## config.mk

```make
export PLATFORM = sky130hd
export DESIGN_NAME = scanline_timer
export DESIGN_NICKNAME = d
export VERILOG_FILES = /design/src/rtl/sl_timing_pkg.sv /design/src/rtl/sl_line_counter.sv /design/src/rtl/sl_ce_div.sv /design/src/rtl/sl_stall_ctl.sv /design/src/rtl/scanline_timer.sv
export SDC_FILE = /design/constraint.sdc
export NUM_CORES = 1
export LEC_CHECK = 0
export ABC_AREA = 0
export CORE_AREA = 3 3 40 42
export CTS_CLUSTER_SIZE = 8
export DETAILED_ROUTE_END_ITERATION = 10
export DIE_AREA = 0 0 43 45
export PLACE_DENSITY_LB_ADDON = 0.25
export SYNTH_ARGS = -nofsm -noshare
export SYNTH_HDL_FRONTEND = slang
export SYNTH_SLANG_ARGS = --single-unit
```

## constraint.sdc

```tcl
create_clock -name clk -period 1.44 [get_ports clk]
set_input_delay 0.144 -clock clk [delete_from_list [all_inputs] [get_ports clk]]
set_output_delay 0.144 -clock clk [all_outputs]
set_load 0.03 [all_outputs]
```

## src/rtl/sl_timing_pkg.sv

```systemverilog
package sl_timing_pkg;

  // Next counter position with wrap at the end of a line.
  function automatic int step_pos(input int p, input int len);
    return (p >= len - 1) ? 0 : p + 1;
  endfunction

  // True while the position lies inside horizontal blank.
  function automatic bit is_blank(input int p, input int blank_len);
    return p < blank_len;
  endfunction

  // True when the position sits on a processor-cycle boundary.
  function automatic bit is_phase0(input int p, input int div);
    return (p % div) == 0;
  endfunction

endpackage

```

## src/rtl/sl_line_counter.sv

```systemverilog
module sl_line_counter
  import sl_timing_pkg::*;
#(
  parameter int LINE_CLKS = 228,
  parameter int POS_W     = $clog2(LINE_CLKS)
) (
  input  logic             clk,
  input  logic             rst,
  output logic [POS_W-1:0] pos,
  output logic             at_end,
  output logic             line_start
);

  localparam logic [POS_W-1:0] LAST_POS = POS_W'(LINE_CLKS - 1);

  assign at_end = (pos == LAST_POS);

  always_ff @(posedge clk) begin
    if (rst) begin
      pos        <= '0;
      line_start <= 1'b0;
    end else begin
      pos        <= POS_W'(step_pos(int'(pos), LINE_CLKS));
      line_start <= at_end;
    end
  end

  // single step per clock, wrap at the last position
  a_r2_step: assert property (@(posedge clk) disable iff (rst)
    !at_end |=> (pos == $past(pos) + 1'b1));
  a_r2_wrap: assert property (@(posedge clk) disable iff (rst)
    at_end |=> (pos == '0));
  a_r2_range: assert property (@(posedge clk) disable iff (rst)
    int'(pos) < LINE_CLKS);
  // pulse only at position zero
  a_r5_pulse_pos: assert property (@(posedge clk) disable iff (rst)
    line_start |-> (pos == '0));

endmodule

```

## src/rtl/sl_ce_div.sv

```systemverilog
module sl_ce_div #(
  parameter int CE_DIV = 3,
  parameter int PH_W   = (CE_DIV > 1) ? $clog2(CE_DIV) : 1
) (
  input  logic clk,
  input  logic rst,
  output logic ce
);

  localparam logic [PH_W-1:0] PH_LAST = PH_W'(CE_DIV - 1);

  logic [PH_W-1:0] phase;

  always_ff @(posedge clk) begin
    if (rst || phase == PH_LAST) phase <= '0;
    else                         phase <= phase + 1'b1;
  end

  assign ce = (phase == '0);

  generate
    if (CE_DIV > 1) begin : g_gap
      // enables never fall on back-to-back colour clocks
      a_r4_gap: assert property (@(posedge clk) disable iff (rst)
        ce |=> !ce);
    end
  endgenerate

endmodule

```

## src/rtl/sl_stall_ctl.sv

```systemverilog
module sl_stall_ctl (
  input  logic clk,
  input  logic rst,
  input  logic ce,
  input  logic sync_wr,
  input  logic at_end,
  output logic rdy
);

  logic stalled;
  logic take_req;

  assign take_req = ce && sync_wr;

  always_ff @(posedge clk) begin
    if (rst || at_end) stalled <= 1'b0;
    else if (take_req) stalled <= 1'b1;
  end

  assign rdy = !stalled;

  // an enabled strobe drops ready on the next cycle
  a_r6_set: assert property (@(posedge clk) disable iff (rst)
    (ce && sync_wr && !at_end) |=> !rdy);
  // stall holds until the line end
  a_r6_hold: assert property (@(posedge clk) disable iff (rst)
    (!rdy && !at_end) |=> !rdy);
  // strobes outside enabled cycles never start a stall
  a_r7_ignore: assert property (@(posedge clk) disable iff (rst)
    (!ce && rdy) |=> rdy);

endmodule

```

## src/rtl/scanline_timer.sv

```systemverilog
module scanline_timer
  import sl_timing_pkg::*;
#(
  parameter int LINE_CLKS  = 228,
  parameter int BLANK_CLKS = 68,
  parameter int CE_DIV     = 3,
  parameter int POS_W      = $clog2(LINE_CLKS)
) (
  input  logic             clk,
  input  logic             rst,
  input  logic             sync_wr,
  output logic [POS_W-1:0] hpos,
  output logic             hblank,
  output logic             cpu_ce,
  output logic             rdy,
  output logic             line_start
);

  logic line_end;

  sl_line_counter #(.LINE_CLKS(LINE_CLKS), .POS_W(POS_W)) u_cnt (
    .clk        (clk),
    .rst        (rst),
    .pos        (hpos),
    .at_end     (line_end),
    .line_start (line_start)
  );

  sl_ce_div #(.CE_DIV(CE_DIV)) u_ce (
    .clk (clk),
    .rst (rst),
    .ce  (cpu_ce)
  );

  sl_stall_ctl u_stall (
    .clk     (clk),
    .rst     (rst),
    .ce      (cpu_ce),
    .sync_wr (sync_wr),
    .at_end  (line_end),
    .rdy     (rdy)
  );

  assign hblank = is_blank(int'(hpos), BLANK_CLKS);

  // the divider stays phase-locked to the line counter
  a_r4_align: assert property (@(posedge clk) disable iff (rst)
    cpu_ce == is_phase0(int'(hpos), CE_DIV));
  // processor always runs at line position zero
  a_r6_release: assert property (@(posedge clk) disable iff (rst)
    (hpos == '0) |-> rdy);
  // blank ends exactly at the configured width
  a_r3_blank_end: assert property (@(posedge clk) disable iff (rst)
    $fell(hblank) |-> (int'(hpos) == BLANK_CLKS));

endmodule

```

==> results of run 1 <==
worst max-delay path, cell delays in order, from the launching register on:
cell and delay [ns]:
dfxtp_2 0.34, ha_2 0.22, or4_1 0.43, a21o_4 0.25, a21oi_1 0.11
power by group:
group,switching (uW),internal [uW]
Clock,122,154
Sequential,15.0,355
Combinational,80.0,63.3
stage by stage:
step                hold WS [ns]  total power (uW)  util, %  setup TNS [ns]
global placement           0.411               524     51.4               0
CTS                        0.422               787     53.7               0
global route               0.448               833     55.6       -0.000110
finish                     0.423               789     55.6               0
detailed placement         0.412               527     51.4               0
floorplan                  0.216               469        -         -0.0245
area by class of cell:
cell class / instances / area, sq um
Clock buffer: 4 / 36.3
Timing Repair Buffer: 16 / 145
Fill cell: 120 / 571
Inverter: 5 / 18.8
Multi-Input combinational cell: 36 / 251
Tap cell: 15 / 18.8
Sequential cell: 12 / 244
metal layers:
metal | vias to the layer above | GRT usage [%] | wire, um
li1 | 223 | - | -
met1 | 189 | 13.5 | 459
met2 | 13 | 16.8 | 414
met3 | 2 | 4.78 | 57
met4 | 0 | 9.04 | 13
met5 | - | 0 | 0
what timing repair did:
| item | in CTS | in global routing |
|---|---|---|
| resized for setup | 10 | 7 |
| hold buffers | 0 | 0 |
| setup endpoints to repair | 10 | 5 |
| pin swaps | 0 | 1 |
how the worst max path moves through the flow:
stage                                       startpoint                      end  depth (start not counted)
after CTS                 u_stall.stalled$_SDFFE_PP0P_                      rdy                          2
after floorplan                u_cnt.pos[1]$_SDFF_PP0_  u_cnt.pos[6]$_SDFF_PP0_                          4
after global placement        u_ce.phase[0]$_SDFF_PP0_                   cpu_ce                          3
after detailed placement       u_cnt.pos[0]$_SDFF_PP0_  u_cnt.pos[7]$_SDFF_PP0_                          4
final                          u_cnt.pos[0]$_SDFF_PP0_  u_cnt.pos[6]$_SDFF_PP0_                          4
after global routing           u_cnt.pos[0]$_SDFF_PP0_  u_cnt.pos[3]$_SDFF_PP0_                          4
kinds of logic (layout without fill, tap and decap cells):
| family | count (synthesis) | count (layout) |
|---|---|---|
| AO/OA/AOI/OAI | 9 | 9 |
| XOR/XNOR | 3 | 3 |
| adder cells (fa/ha/maj) | 3 | 3 |
| buffers and inverters | 5 | 25 |
| flip-flops | 12 | 12 |
| AND/OR/NAND/NOR | 21 | 21 |
synthesized netlist by cell type (2+ instances only):
| cell type | count |
|---|---|
| a21oi_1 | 5 |
| dfxtp_1 | 12 |
| nor2_1 | 4 |
| ha_1 | 3 |
| nor3_1 | 4 |
| nand3_1 | 3 |
| nand2_1 | 3 |
| or3_1 | 3 |
| inv_1 | 5 |
| o21ai_0 | 2 |
| xor2_1 | 2 |
sequential cells by signal, summed over array words and instances, names as in the netlist:
register          count
u_stall.stalled       1
u_cnt.pos             8
u_ce.phase            2
u_cnt.line_start      1
==> flow_summary.json, run 1 <==
{
  "status": "completed",
  "placed_cells": 84,
  "dieArea_sq_um": 1940,
  "relSlewSlack_pct": 79.0,
  "cts_tree": "yes",
  "min_path_type": "reg2reg",
  "synth_fa_ha_area_share_pct": 7.79,
  "drive_above_1_share_pct": 20.5,
  "worstSetupPathType": "reg2reg",
  "start_util_pct": 37.5,
  "synth_top_family_by_area": "simple AND/OR/NAND/NOR gates",
  "worstSetupStartpointType": "flop",
  "synth-xor-area-share_pct": 5.45,
  "r2r_slack_ns": 0.04,
  "ys.flop_type": "dfxtp_1",
  "portBuffers": 14,
  "yosys.area_share.simple_pct": 22.3,
  "tightest_slew_ns": 0.315,
  "num_antenna_cells": 0,
  "drv_slew": 0,
  "grt_pass1_wl_mm": 1.59,
  "drt-initial-drc-count": 5,
  "cts-htree-levels": 1,
  "grt_remaining_overflow": 0,
  "final_area_sq_um": 714,
  "fin_worst_skew_ns": 0.00910,
  "nNetsFinal": 80,
  "synth_top_area_share_pct": 49.9,
  "cts_buffer_depth": 2,
  "synth_cells": 53,
  "final_common_cell": "dfxtp_1",
  "syn_nets": 59,
  "worst-path-max-fanout": 6,
  "reg2reg_depth": 4,
  "synth_seq_area_share_pct": 49.9,
  "stdcell_count": 88,
  "die_h_um": 45,
  "holdPathEnd": "u_ce.phase[0]$_SDFF_PP0_",
  "synth_edf_count": 0,
  "wl_um": 945,
  "p_per_area_nw_per_um2": 1100,
  "syn_area_per_cell_sq_um": 9.09,
  "yosys-mux-area-fraction_pct": 0,
  "synth_compound_area_share_pct": 10.6,
  "ant_nets": 0,
  "ys_ff_latch": 12,
  "cts_root_buf": "clkbuf_4",
  "cts.sinks": 12,
  "coreArea_sq_um": 1280,
  "yosys.area.top_type": "dfxtp_1",
  "async_flop_share_pct": 0,
  "min-delay-start": "u_ce.phase[0]$_SDFF_PP0_",
  "place_ws_ns": 0.0602,
  "cts_setup_buffers": 0,
  "r2r-end": "u_cnt.pos[6]$_SDFF_PP0_",
  "gp_congestion": 0.690,
  "vias": 427,
  "synth_top_cells_by_area": "dfxtp_1 50%, ha_1 7.8%, a21oi_1 5.2%",
  "fmax_mhz": 714,
  "final_cell_mix": "9 x dfxtp_1, 8 x dlygate4sd2_1, 5 x inv_1",
  "hold_viol": 0,
  "drv_cap": 0,
  "timing.rr.start": "u_cnt.pos[0]$_SDFF_PP0_",
  "wl_per_cell_um": 10.7,
  "die_w_um": 43,
  "fin_crit_sh_pct": 97.2,
  "yosysWarningCount": 0,
  "ios": 15,
  "worstPathArrival_ns": 1.62,
  "grt_pass1_vias": 376,
  "remaining_drc_errors": 0,
  "p_leak_uw": 0.000316,
  "firstDrtPassIters": 4,
  "fin_ws_ns": 0.0400,
  "cts.clk_slew.worst_paths_ns": 0.09,
  "cp.required_ns": 1.66,
  "vias_per_cell": 4.85,
  "synth.distinct_cells": 18,
  "end_kind": "flop",
  "antenna_found_initial": 0,
  "std_cell_rows": 13,
  "hold_depth": 1,
  "area_growth_pct": 48.3,
  "cts_buffers": 3,
  "grt_use_total_pct": 11.6,
  "min_period_ns": 1.40,
  "final-setup-viol-count": 0,
  "netlist_area_sq_um": 482,
  "place_area_sq_um": 661,
  "dp_hpwl_um": 665,
  "clock_latency_ns": 0.28,
  "peakVddDrop_v": 0.000769,
  "grt_start_max_net_pins": 8
}
(Power assumes the default switching activity.)
==> inputs of run 2 (changes only) <==
==> constraint.sdc (replaced) <==
create_clock -name clk -period 1.2 [get_ports clk]
set_input_delay 0.12 -clock clk [delete_from_list [all_inputs] [get_ports clk]]
set_output_delay 0.12 -clock clk [all_outputs]
set_load 0.03 [all_outputs]
==> flow_summary.json, run 2 (same netlist as run 1, synthesis figures left out) <==
{
  "min_period_ns": 1.36,
  "place_area_sq_um": 744,
  "final_cell_mix": "18 x buf_4, 6 x dfxtp_1, 5 x inv_1",
  "area_growth_pct": 68.8,
  "fin_worst_skew_ns": 0.00303,
  "final_common_cell": "buf_4",
  "die_h_um": 45,
  "cts.sinks": 12,
  "min_path_type": "reg2reg",
  "tns_ns": -0.957,
  "cts_setup_buffers": 0,
  "vias": 472,
  "status": "complete, but fails checks",
  "violations": "negative setup slack",
  "final-setup-viol-count": 7,
  "grt_use_total_pct": 12.0,
  "final_area_sq_um": 813,
  "total_power_uw": 908,
  "antenna_found_initial": 0,
  "p_leak_uw": 0.000349,
  "grt_start_max_net_pins": 8,
  "relSlewSlack_pct": 80.2,
  "worst-path-max-fanout": 6,
  "grt_pass1_wl_mm": 1.67,
  "num_antenna_cells": 0,
  "cts-htree-levels": 1,
  "std_cell_rows": 13,
  "vias_per_cell": 4.82,
  "cts_tree": "yes",
  "worstSetupPathType": "reg2reg",
  "dp_hpwl_um": 756,
  "hold_viol": 0,
  "cts_buffers": 3,
  "clock_latency_ns": 0.27,
  "firstDrtPassIters": 4,
  "top_register": "u_cnt.pos",
  "fin_ws_ns": -0.158,
  "start_util_pct": 37.5,
  "cts_root_buf": "clkbuf_4",
  "cp.required_ns": 1.40,
  "nNetsFinal": 90,
  "gp_congestion": 0.709,
  "fmax_mhz": 736,
  "grt_pass1_vias": 413,
  "wl_mm": 1.10,
  "coreArea_sq_um": 1280,
  "portBuffers": 14,
  "grt_remaining_overflow": 0,
  "dieArea_sq_um": 1940,
  "p_per_area_nw_per_um2": 1120,
  "worstPathArrival_ns": 1.56,
  "cts.clk_slew.worst_paths_ns": 0.07,
  "grt_setup_unrepaired": "true",
  "drive_above_1_share_pct": 45.8,
  "ant_nets": 0,
  "fin_crit_sh_pct": 113,
  "worstSetupStartpointType": "flop",
  "cts_buffer_depth": 2,
  "largest_reg_flops": 8,
  "tightest_slew_ns": 0.298,
  "die_w_um": 43,
  "place_ws_ns": -0.145,
  "end_kind": "flop",
  "hold_buffers": 0,
  "wl_per_cell_um": 11.2,
  "drv_cap": 0,
  "drv_slew": 0,
  "top_regs": "u_cnt.pos x8, u_ce.phase x2",
  "ios": 15,
  "remaining_drc_errors": 0,
  "peakVddDrop_v": 0.000644,
  "fillCellCount": 122,
  "drt-initial-drc-count": 8
}
-- run 2: changes by cell type in the layout (fill, tap and decap cells not counted), moves of 2 or more --
cell | before | now
buf_4 | 3 | 18
buf_6 | 0 | 2
dfxtp_1 | 9 | 6
dfxtp_4 | 0 | 4
dlygate4sd2_1 | 8 | 2
-- run 2: layout make-up --
| type | instances | area, sq um | share of cell area (%) |
|---|---|---|---|
| Clock buffer | 4 | 26.3 | 3.23 |
| Inverter | 5 | 18.8 | 2.31 |
| Multi-Input combinational cell | 36 | 282 | 34.6 |
| Sequential cell | 12 | 258 | 31.7 |
| Tap cell | 15 | 18.8 | 2.31 |
| Timing Repair Buffer | 26 | 210 | 25.8 |
-- run 2: path summary, 6_finish.rpt --
path	cells past startpoint	start	end	slack, ns
worst min-delay path	1	u_ce.phase[0]$_SDFF_PP0_	u_ce.phase[0]$_SDFF_PP0_	0.40
worst max-delay path	4	u_cnt.pos[1]$_SDFF_PP0_	u_cnt.pos[6]$_SDFF_PP0_	-0.16
worst max register to register	4	u_cnt.pos[1]$_SDFF_PP0_	u_cnt.pos[6]$_SDFF_PP0_	-0.16
worst min register to register	1	u_ce.phase[0]$_SDFF_PP0_	u_ce.phase[0]$_SDFF_PP0_	0.40
-- run 2: power breakdown --
part | leakage [uW] | switching [uW] | internal (uW)
combinational | 0.000233 | 106 | 101
sequential | 0.000101 | 19.5 | 423
clock | 0.0000150 | 128 | 129
-- run 2: through the flow --
| stage | utilization [%] | hold WS, ns | cells |
|---|---|---|---|
| after floorplan | - | 0.190 | 53 |
| after global placement | 57.9 | 0.409 | 94 |
| after detailed placement | 57.9 | 0.411 | 94 |
| after CTS | 60.8 | 0.422 | 98 |
| after global routing | 63.3 | 0.422 | 98 |
| final | 63.3 | 0.402 | 98 |
-- run 2: repair_timing --
| item | in CTS | in global routing |
|---|---|---|
| endpoints found under the hold margin | 0 | 0 |
| endpoints found under the setup margin | 11 | 11 |
| pin swaps | 4 | 2 |
| resized for setup | 9 | 13 |
-- run 2: routing by layer --
metal / part of all wire, % / global-route usage (%)
met5: 0 / 0
met4: 2.6 / 10.8
met3: 6.3 / 2.79
met2: 47 / 18.6
met1: 44 / 13.8
-- run 2: critical path: stages (launching register included) --
cell,delay [ns]
dfxtp_4,0.36
ha_4,0.15
or4_4,0.41
a21o_4,0.26
a21oi_2,0.11
==> inputs of run 3 (changes only) <==
--- a/config.mk
+++ b/config.mk
@@ -6,10 +6,10 @@
 export NUM_CORES = 1
 export LEC_CHECK = 0
 export ABC_AREA = 0
-export CORE_AREA = 3 3 40 42
+export CORE_AREA = 2 2 39 41
 export CTS_CLUSTER_SIZE = 8
 export DETAILED_ROUTE_END_ITERATION = 10
-export DIE_AREA = 0 0 43 45
+export DIE_AREA = 0 0 41 43
 export PLACE_DENSITY_LB_ADDON = 0.25
 export SYNTH_ARGS = -nofsm -noshare
 export SYNTH_HDL_FRONTEND = slang
==> flow_summary.json, run 3 (same netlist as run 1, synthesis figures left out) <==
{
  "hold_viol": 0,
  "cts_buffers": 3,
  "grt_pass1_vias": 418,
  "die_h_um": 43,
  "cts_root_buf": "clkbuf_4",
  "ios": 15,
  "min-delay-start": "u_ce.phase[0]$_SDFF_PP0_",
  "grt_pass1_wl_mm": 1.70,
  "min_period_ns": 1.34,
  "drt-initial-drc-count": 3,
  "drive_above_1_share_pct": 44.4,
  "ant_nets": 0,
  "hold_buffers": 0,
  "cts_buffer_depth": 2,
  "coreArea_sq_um": 1380,
  "top_regs": "u_cnt.pos x8, u_ce.phase x2",
  "path_buf_inv": 0,
  "p_per_area_nw_per_um2": 1140,
  "vias_per_cell": 4.76,
  "firstDrtPassIters": 4,
  "std_cell_rows": 14,
  "grt_remaining_overflow": 0,
  "drv_cap": 0,
  "cts.clk_slew.worst_paths_ns": 0.07,
  "timing.rr.start": "u_cnt.pos[1]$_SDFF_PP0_",
  "grt_use_total_pct": 14.5,
  "drv_slew": 0,
  "violations": "negative setup slack",
  "cp.required_ns": 1.40,
  "top_register": "u_cnt.pos",
  "stdcell_count": 97,
  "worstSetupStartpointType": "flop",
  "vias": 462,
  "tightest_slew_ns": 0.300,
  "worstPathArrival_ns": 1.54,
  "peakVddDrop_v": 0.000682,
  "wl_mm": 1.00,
  "tns_ns": -0.860,
  "gp_congestion": 0.697,
  "area_growth_pct": 63.4,
  "final_common_cell": "buf_4",
  "start_util_pct": 34.8,
  "cts_tree": "yes",
  "r2r-end": "u_cnt.pos[6]$_SDFF_PP0_",
  "slowest_delay_ns": 0.41,
  "clock_latency_ns": 0.27,
  "dieArea_sq_um": 1760,
  "slowest_stage": "or4_4",
  "fin_worst_skew_ns": 0.00502,
  "worstSetupPathType": "reg2reg",
  "p_leak_uw": 0.000336,
  "reg2reg_depth": 4,
  "fin_crit_sh_pct": 112,
  "relSlewSlack_pct": 80.1,
  "remaining_drc_errors": 0,
  "end_kind": "flop",
  "whs_ns": 0.402,
  "fin_ws_ns": -0.141,
  "path_cells": "ha_4 > or4_4 > a21o_4 > a21oi_2",
  "utilization_pct": 56.9,
  "status": "complete, but fails checks",
  "worst-path-max-fanout": 6,
  "place_ws_ns": -0.165,
  "antenna_found_initial": 0,
  "die_w_um": 41,
  "nNetsFinal": 88,
  "num_antenna_cells": 0,
  "critPathTopFamily": "simple AND/OR/NAND/NOR gates",
  "largest_reg_flops": 8,
  "grt_setup_unrepaired": "true",
  "placed_cells": 93,
  "fmax_mhz": 746,
  "final-setup-viol-count": 7,
  "min_path_type": "reg2reg",
  "dp_hpwl_um": 795,
  "hold_depth": 1,
  "cts.sinks": 12,
  "grt_start_max_net_pins": 8,
  "r2r_slack_ns": -0.14,
  "holdPathEnd": "u_ce.phase[0]$_SDFF_PP0_",
  "portBuffers": 14,
  "cts-htree-levels": 1,
  "wl_per_cell_um": 10.3,
  "final_cell_mix": "16 x buf_4, 7 x dfxtp_1, 5 x inv_1"
}
==> run 3: stage by stage <==
| step | cell area [sq um] | power [uW] |
|---|---|---|
| finish | 787 | 895 |
| CTS | 764 | 895 |
| global placement | 731 | 641 |
| floorplan | 515 | 569 |
| global route | 787 | 958 |
| detailed placement | 731 | 649 |
==> run 3: cell type report <==
| type | instances | area (sq um) |
|---|---|---|
| clock buffers | 3 | 22.5 |
| clock inverters | 1 | 3.75 |
| fillers | 129 | 597 |
| inverters | 5 | 18.8 |
| multi-input cells | 36 | 277 |
| flip-flops and latches | 12 | 251 |
| well taps | 16 | 20.0 |
| repair buffers | 24 | 194 |
==> run 3: layer usage <==
metal  up-vias  GRT usage, %  part of all wire, %
met5         -             0                    0
met4         0          10.0                  1.0
met3         2          3.14                  6.9
met2        16          21.9                   47
met1       203          17.2                   45
li1        241             -                    -
==> run 3: worst max path at each step <==
stage	from	to	slack, ns	cells past startpoint
after floorplan	u_cnt.pos[0]$_SDFF_PP0_	u_cnt.pos[5]$_SDFF_PP0_	-0.13	4
after global routing	u_cnt.pos[1]$_SDFF_PP0_	u_cnt.pos[6]$_SDFF_PP0_	-0.18	4
final	u_cnt.pos[1]$_SDFF_PP0_	u_cnt.pos[6]$_SDFF_PP0_	-0.14	4
after global placement	u_cnt.pos[1]$_SDFF_PP0_	u_cnt.pos[7]$_SDFF_PP0_	-0.1	4
after CTS	u_cnt.pos[4]$_SDFF_PP0_	hblank	-0.14	4
after detailed placement	u_cnt.pos[1]$_SDFF_PP0_	u_cnt.pos[6]$_SDFF_PP0_	-0.17	4
==> run 3: where the power goes <==
group / internal [uW] / switching [uW] / total, uW
combinational: 96.9 / 105 / 202
sequential: 427 / 20.0 / 447
clock: 120 / 127 / 247
==> run 3: worst register-to-register path: cells and delay by family (launching register included) <==
family                     cells  cell delay (ns)
adders and majority gates      1             0.15
and+or+nand+nor                1             0.41
AOI/OAI and AO/OA              2             0.36
DFF                            1             0.35
==> run 3: timing repair <==
| action | in CTS | in global routing |
|---|---|---|
| buffers inserted | 0 | 0 |
| gates resized for setup | 7 | 9 |
| pin swaps | 3 | 2 |
| endpoints found under the setup margin | 12 | 10 |
